### config.mk
export PLATFORM = sky130hd
export DESIGN_NAME = serial_disp_store
export DESIGN_NICKNAME = d
export VERILOG_FILES = /design/src/rtl/dispstore_pkg.sv /design/src/rtl/dispstore_rst_sync.sv /design/src/rtl/dispstore_addr_dec.sv /design/src/rtl/dispstore_lane.sv /design/src/rtl/dispstore_out_mux.sv /design/src/rtl/serial_disp_store.sv
export SDC_FILE = /design/constraint.sdc
export NUM_CORES = 1
export LEC_CHECK = 0
export ABC_CLOCK_PERIOD_IN_PS = 1400
export BUFFER_PORTS_ARGS = -buffer_cell sky130_fd_sc_hd__buf_4
export CORE_MARGIN = 8
export CORE_UTILIZATION = 35
export CTS_CLUSTER_SIZE = 20
export DETAILED_ROUTE_END_ITERATION = 16
export HOLD_SLACK_MARGIN = 0.02
export PLACE_DENSITY = 0.64
export SLEW_MARGIN = 20
export SYNTH_ARGS = -nofsm -noshare
export SYNTH_HDL_FRONTEND = slang
export SYNTH_HIERARCHICAL = 1
export SYNTH_SLANG_ARGS = --single-unit
export TNS_END_PERCENT = 1
### constraint.sdc
create_clock -name clk -period 1.4 [get_ports clk]
set_input_delay 0.07 -clock clk [delete_from_list [all_inputs] [get_ports clk]]
set_output_delay 0.07 -clock clk [all_outputs]
set_load 0.05 [all_outputs]
### src/rtl/dispstore_pkg.sv
package dispstore_pkg;

  localparam int DEF_DATA_W   = 8;
  localparam int DEF_NUM_REGS = 4;
  localparam int DEF_SYNC_LEN = 2;

  typedef enum logic {
    LANE_HOLD  = 1'b0,
    LANE_SHIFT = 1'b1
  } lane_op_e;

endpackage

### src/rtl/dispstore_rst_sync.sv
module dispstore_rst_sync #(
  parameter int SYNC_LEN = dispstore_pkg::DEF_SYNC_LEN
) (
  input  logic clk,
  input  logic rst_n,
  output logic rst_sync_n
);

  logic [SYNC_LEN-1:0] stage_q;
  logic [SYNC_LEN-1:0] stage_d;

  always_comb begin
    stage_d = {stage_q[SYNC_LEN-2:0], 1'b1};
  end

  always_ff @(posedge clk or negedge rst_n) begin
    if (!rst_n) begin
      stage_q <= '0;
    end else begin
      stage_q <= stage_d;
    end
  end

  assign rst_sync_n = stage_q[SYNC_LEN-1];

endmodule

### src/rtl/dispstore_addr_dec.sv
module dispstore_addr_dec #(
  parameter int NUM_REGS = dispstore_pkg::DEF_NUM_REGS,
  localparam int ADDR_W  = $clog2(NUM_REGS)
) (
  input  logic              clk,
  input  logic              rst_n,
  input  logic [ADDR_W-1:0] addr,
  input  logic              strobe,
  output logic [NUM_REGS-1:0] lane_en
);

  for (genvar gi = 0; gi < NUM_REGS; gi++) begin : g_dec
    assign lane_en[gi] = strobe && (addr == ADDR_W'(gi));
  end

  // at most one lane is enabled in any cycle
  p_onehot_r3: assert property (@(posedge clk) disable iff (!rst_n)
    $onehot0(lane_en));

endmodule

### src/rtl/dispstore_lane.sv
module dispstore_lane #(
  parameter int DATA_W = dispstore_pkg::DEF_DATA_W
) (
  input  logic              clk,
  input  logic              rst_n,
  input  logic              shift_en,
  input  logic              ser_bit,
  output logic [DATA_W-1:0] lane_q
);

  import dispstore_pkg::*;

  lane_op_e          op;
  logic [DATA_W-1:0] lane_d;

  always_comb begin
    op = shift_en ? LANE_SHIFT : LANE_HOLD;
    case (op)
      LANE_SHIFT: lane_d = {ser_bit, lane_q[DATA_W-1:1]};
      default:    lane_d = lane_q;
    endcase
  end

  always_ff @(posedge clk or negedge rst_n) begin
    if (!rst_n) begin
      lane_q <= '0;
    end else if (shift_en) begin
      lane_q <= lane_d;
    end
  end

  // a strobed edge moves the lane right and brings the serial bit into the MSB
  p_shift_r2: assert property (@(posedge clk) disable iff (!rst_n)
    shift_en |=> (lane_q == {$past(ser_bit), $past(lane_q[DATA_W-1:1])}));

  // a lane without its enable keeps its value
  p_hold_r3: assert property (@(posedge clk) disable iff (!rst_n)
    !shift_en |=> $stable(lane_q));

endmodule

### src/rtl/dispstore_out_mux.sv
module dispstore_out_mux #(
  parameter int DATA_W   = dispstore_pkg::DEF_DATA_W,
  parameter int NUM_REGS = dispstore_pkg::DEF_NUM_REGS,
  localparam int ADDR_W  = $clog2(NUM_REGS)
) (
  input  logic [NUM_REGS-1:0][DATA_W-1:0] lanes,
  input  logic [ADDR_W-1:0]               sel,
  output logic [DATA_W-1:0]               out
);

  always_comb begin
    out = '0;
    for (int i = 0; i < NUM_REGS; i++) begin
      if (sel == ADDR_W'(i)) begin
        out = lanes[i];
      end
    end
  end

endmodule

### src/rtl/serial_disp_store.sv
module serial_disp_store #(
  parameter int DATA_W   = dispstore_pkg::DEF_DATA_W,
  parameter int NUM_REGS = dispstore_pkg::DEF_NUM_REGS,
  parameter int SYNC_LEN = dispstore_pkg::DEF_SYNC_LEN,
  localparam int ADDR_W  = $clog2(NUM_REGS)
) (
  input  logic              clk,
  input  logic              rst_n,
  input  logic [ADDR_W-1:0] wr_addr,
  input  logic              shift_en,
  input  logic              ser_bit,
  input  logic [ADDR_W-1:0] disp_sel,
  output logic [DATA_W-1:0] disp_data
);

  logic                           rst_sync_n;
  logic [NUM_REGS-1:0]            lane_en;
  logic [NUM_REGS-1:0][DATA_W-1:0] lane_q;

  dispstore_rst_sync #(.SYNC_LEN(SYNC_LEN)) u_rst_sync (
    .clk        (clk),
    .rst_n      (rst_n),
    .rst_sync_n (rst_sync_n)
  );

  dispstore_addr_dec #(.NUM_REGS(NUM_REGS)) u_dec (
    .clk     (clk),
    .rst_n   (rst_sync_n),
    .addr    (wr_addr),
    .strobe  (shift_en),
    .lane_en (lane_en)
  );

  for (genvar gi = 0; gi < NUM_REGS; gi++) begin : g_lane
    dispstore_lane #(.DATA_W(DATA_W)) u_lane (
      .clk      (clk),
      .rst_n    (rst_sync_n),
      .shift_en (lane_en[gi]),
      .ser_bit  (ser_bit),
      .lane_q   (lane_q[gi])
    );
  end

  dispstore_out_mux #(.DATA_W(DATA_W), .NUM_REGS(NUM_REGS)) u_mux (
    .lanes (lane_q),
    .sel   (disp_sel),
    .out   (disp_data)
  );

  // with the strobe low the whole store is frozen
  p_idle_r4: assert property (@(posedge clk) disable iff (!rst_sync_n)
    !shift_en |=> $stable(lane_q));

endmodule

## After elaboration in Yosys (flattened, before gate mapping)

Cells that the tools add are included.

- Register bits: 34
- Bits of input ports: 8
- Output and inout port bits: 8
- Word-level logic and storage cells: 29

- Equal/unequal tests: 6
- Muxes and demuxes: 8
- Reductions and logical operators: 10

Operators with widths:

| operator | count |
|---|---|
| $mux 8 | 4 |
| $eq 2x2->1 const B | 4 |
| $reduce_and 2->1 | 4 |
| $eq 2x1->1 const B | 2 |
| $logic_and 1x1->1 | 4 |
| $logic_not 2->1 | 2 |
| $mux 1 | 4 |

## Longest topological paths before layout

- Depth after elaboration: 5
- Mapped depth: 3
- Gate-level depth less buffers: 2

## Modules after synthesis

Netlist, hierarchy kept.

Modules (own cells, without submodules):

| module | times used | cells each | area each (µm²) | seq. area each (µm²) |
|---|---|---|---|---|
| dispstore_lane | 4 | 17 | 331.6 | 200.2 |
| dispstore_out_mux | 1 | 10 | 196.4 | 0.0 |
| dispstore_rst_sync | 1 | 3 | 53.8 | 50.0 |
| dispstore_addr_dec | 1 | 4 | 37.5 | 0.0 |

## Worst setup path before layout

Ideal clock, no wire load.

- Path kind: register -> output
- From: reg g_lane[3].u_lane.lane_q[1]
- To: out disp_data[1]
- Arrival: 0.989 ns
- Required time: 1.330 ns
- Setup slack: 0.341 ns
- Stages on the path, launching flop included: 2
- Buffers on the path: 0
- Path through: dfrtp_1 > mux4_2

- Longest elaborated chain between the ends: 1

Ends and longest elaborated chain:

| what | RTL line | RTL |
|---|---|---|
| start: declaration | dispstore_lane.sv:8 | `output logic [DATA_W-1:0] lane_q` |
| start signal: assignment | dispstore_lane.sv:28 | `lane_q <= lane_d;` |
| $mux 8 | dispstore_out_mux.sv:14 | `if (sel == ADDR_W'(i)) begin` |
| end: declaration | serial_disp_store.sv:13 | `output logic [DATA_W-1:0] disp_data` |

Every way passes these cells.

## Worst setup path after layout

Same ends and word-level chain as after synthesis.

==> results_dict.tcl <==
set metrics [dict create \
    run_status "finished, violations left" \
    violations "setup timing" \
    postLayoutCellArea_um2 1940 \
    switching_share_pct 32.6 \
    ff2ff_path_depth 2 \
    multi_input_area_um2 702 \
    synth_cells 85 \
    synth_seq_cells 34 \
    dieArea_um2 7040 \
    syn_nets 93 \
    die_h_um 83.9 \
    wl_per_cell_um 17.2 \
    setup_tns_ps -79.7 \
    cp_data_required_time_ps 1330 \
    cpLargestDelayFamily "multiplexers" \
    ios 16 \
    critPathLaunch "g_lane[3].u_lane/lane_q[1]" \
    dr.pass1.iters 4 \
    cp.depth 2 \
    vias_per_cell 4.87 \
    drv_cap 0 \
    seq_area_frac_synth_pct 52.7 \
    p_switching_uw 1310 \
    async_flop_share_pct 100 \
    synth_area_leaders "dfrtp_1 53%, mux2_4 30%, mux4_2 11%" \
    antenna_cells 0 \
    design.core.area_um2 4410 \
    htreeDepth 2 \
    fin_skew_ps 5.83 \
    dp_hpwl_um 1930 \
    syn_avg_cell_area_um2 19.0 \
    synth_common_cells "34 x dfrtp_1, 32 x mux2_4, 8 x mux4_2" \
    grt_pass1_wl_um 4810 \
    hp-class "in2reg" \
    p_int_uw 2720 \
    vias 804 \
    drtIter0Drc 28 \
    tritoncts "done" \
    peakVddDrop_uv 502 \
    clkPwrFrac_pct 18.4 \
    hold_slack_ps 53.3 \
    antenna_found_initial 0 \
    report.final.slew_viol_count 0 \
    grtUsageTotal_pct 8.89 \
    synth.yosys.warnings 6 \
    seqPwrFrac_pct 41.4 \
    rr_endpoint "g_lane[3].u_lane/lane_q[6]" \
    p_comb_share_pct 40.2 \
    die_w_um 83.9 \
    root_buffer "clkbuf_8" \
    crit_path_end_kind "output port" \
    cts_inserted_buffers 5 \
    power.leakage_uw 0.000910 \
    finalSetupViolations 7 \
    overflow 0 \
    cellPowerDensity_nw_per_um2 2080 \
    fin_ws_ps -28.6 \
    drcViolationCount 0 \
    finalWirelength_um 2840 \
    cts_buffer_depth 2 \
    yosysMostFrequentCell "dfrtp_1" \
    r2r_slack_ps 490 \
    drtAntennaViolNets 0 \
    drive_above_1_share_pct 65.5 \
    syn_area_um2 1610 \
    grt_pass1_vias 886 \
    grt_max_degree 33 \
    post-route-min-period_ps 1430 \
    start_util_pct 36.6 \
    synth_edf_count 0 \
    crit_buf_inv 1 \
    yosys.area.top_type "dfrtp_1" \
    rsz0062_at_grt "yes" \
    crit_slowest_cell "mux4_2" \
    rows 24 \
    area_growth_pct 20.0 \
    cpPeakStageDelay_ps 490 \
    min_period_over_period_pct 102 \
    synth_ff_type "dfrtp_1" \
    register_area_um2 851 \
    yosys.area.top_type_share_pct 52.7 \
    synthDistinctLibCells 9 \
    worst_skew_pair.late_latency_ps 290 \
    arrival_ps 1360 \
    port_buffers 15 \
    crit_fanout 3 \
    cts.sinks 34 \
    crit_chain "mux4_2, buf_6" \
    worstSetupPathType "reg2out" \
    fin_nets 120 \
    fmax_mhz 700 \
    endpoint "disp_data[1]" \
    n_fill_cell 381 \
    reg2reg_from "g_lane[3].u_lane/lane_q[6]" \
    hold_depth 2 \
    gp_congestion 0.709 \
    crit_path_start_kind "register" \
    path_clk_slew_ps 70 \
    place_area_um2 1760 \
    finalHoldViolations 0 \
]
==> layout make-up <==
type | count | area share [%]
clock buffer | 7 | 4.46
sequential | 34 | 43.9
tap | 52 | 3.36
timing repair buffer | 26 | 11.8
clock inverter | 1 | 0.258
multi-input combinational | 45 | 36.2
==> registers in the layout, indices dropped and copies added (netlist names) <==
| register | count |
|---|---|
| u_rst_sync/stage_q | 2 |
| g_lane.u_lane/lane_q | 32 |
==> worst min path at each step <==
stage,endpoint,start
2_1_floorplan,u_rst_sync/stage_q[0],rst_n
3_5_place_dp,u_rst_sync/stage_q[1],rst_n
4_1_cts,g_lane[0].u_lane/lane_q[7],ser_bit
3_3_place_gp,u_rst_sync/stage_q[1],rst_n
5_1_grt,g_lane[0].u_lane/lane_q[7],ser_bit
6_report,g_lane[0].u_lane/lane_q[7],ser_bit
==> kinds of logic after synthesis <==
kind of cell | synth area share (%)
flops | 52.7
mux | 40.9
other cells | 0.232
simple gates | 2.33
buf+inv | 3.80
==> per-layer routing <==
metal  vias to the layer above  part of all wire [%]  track usage (%)
li1                        366                     -                -
met5                         -                     0                0
met4                         0                   2.9             6.12
met3                         6                   4.2             3.13
met1                       417                    47             11.1
met2                        15                    46             12.4
==> power by group through the flow <==
stage	combinational [uW]	clock, uW	sequential, uW
after detailed placement	1440	0	1710
after floorplan	1190	0	1590
final	1620	743	1670
after global placement	1430	0	1700
after global routing	1720	800	1730
after CTS	1570	758	1690
==> placed cells by master, fill, tap and decap left out <==
cell | synthesis | layout
nor3b_2 | 1 | 1
and3b_1 | 2 | 2
buf_6 | 5 | 8
dfrtp_1 | 34 | 34
mux4_2 | 8 | 8
buf_4 | 0 | 17
clkbuf_8 | 0 | 6
dlygate4sd3_1 | 0 | 1
clkbuf_1 | 0 | 1
clkinv_2 | 0 | 1
mux2_4 | 32 | 32
and3_2 | 1 | 1
conb_1 | 1 | 1
==> per-stage QoR <==
| step | power (uW) | worst slack [ps] | cells | utilization [%] |
|---|---|---|---|---|
| 6_report | 4040 | -28.6 | 165 | 43.9 |
| 5_1_grt | 4240 | -60.4 | 165 | 43.9 |
| 3_3_place_gp | 3130 | 253 | 150 | 39.9 |
| 4_1_cts | 4020 | -32.1 | 160 | 43.0 |
| 2_1_floorplan | 2780 | 341 | 85 | - |
| 3_5_place_dp | 3150 | 264 | 150 | 39.9 |
==> what timing repair did <==
action | 4_1_cts | 5_1_grt
gates cloned | 0 | 0
endpoints found under the setup margin | 8 | 8
gates resized for setup | 8 | 0
hold buffers | 1 | 0
endpoints found under the hold margin | 2 | 0
buffers inserted | 1 | 5
(Power assumes the default switching activity.)
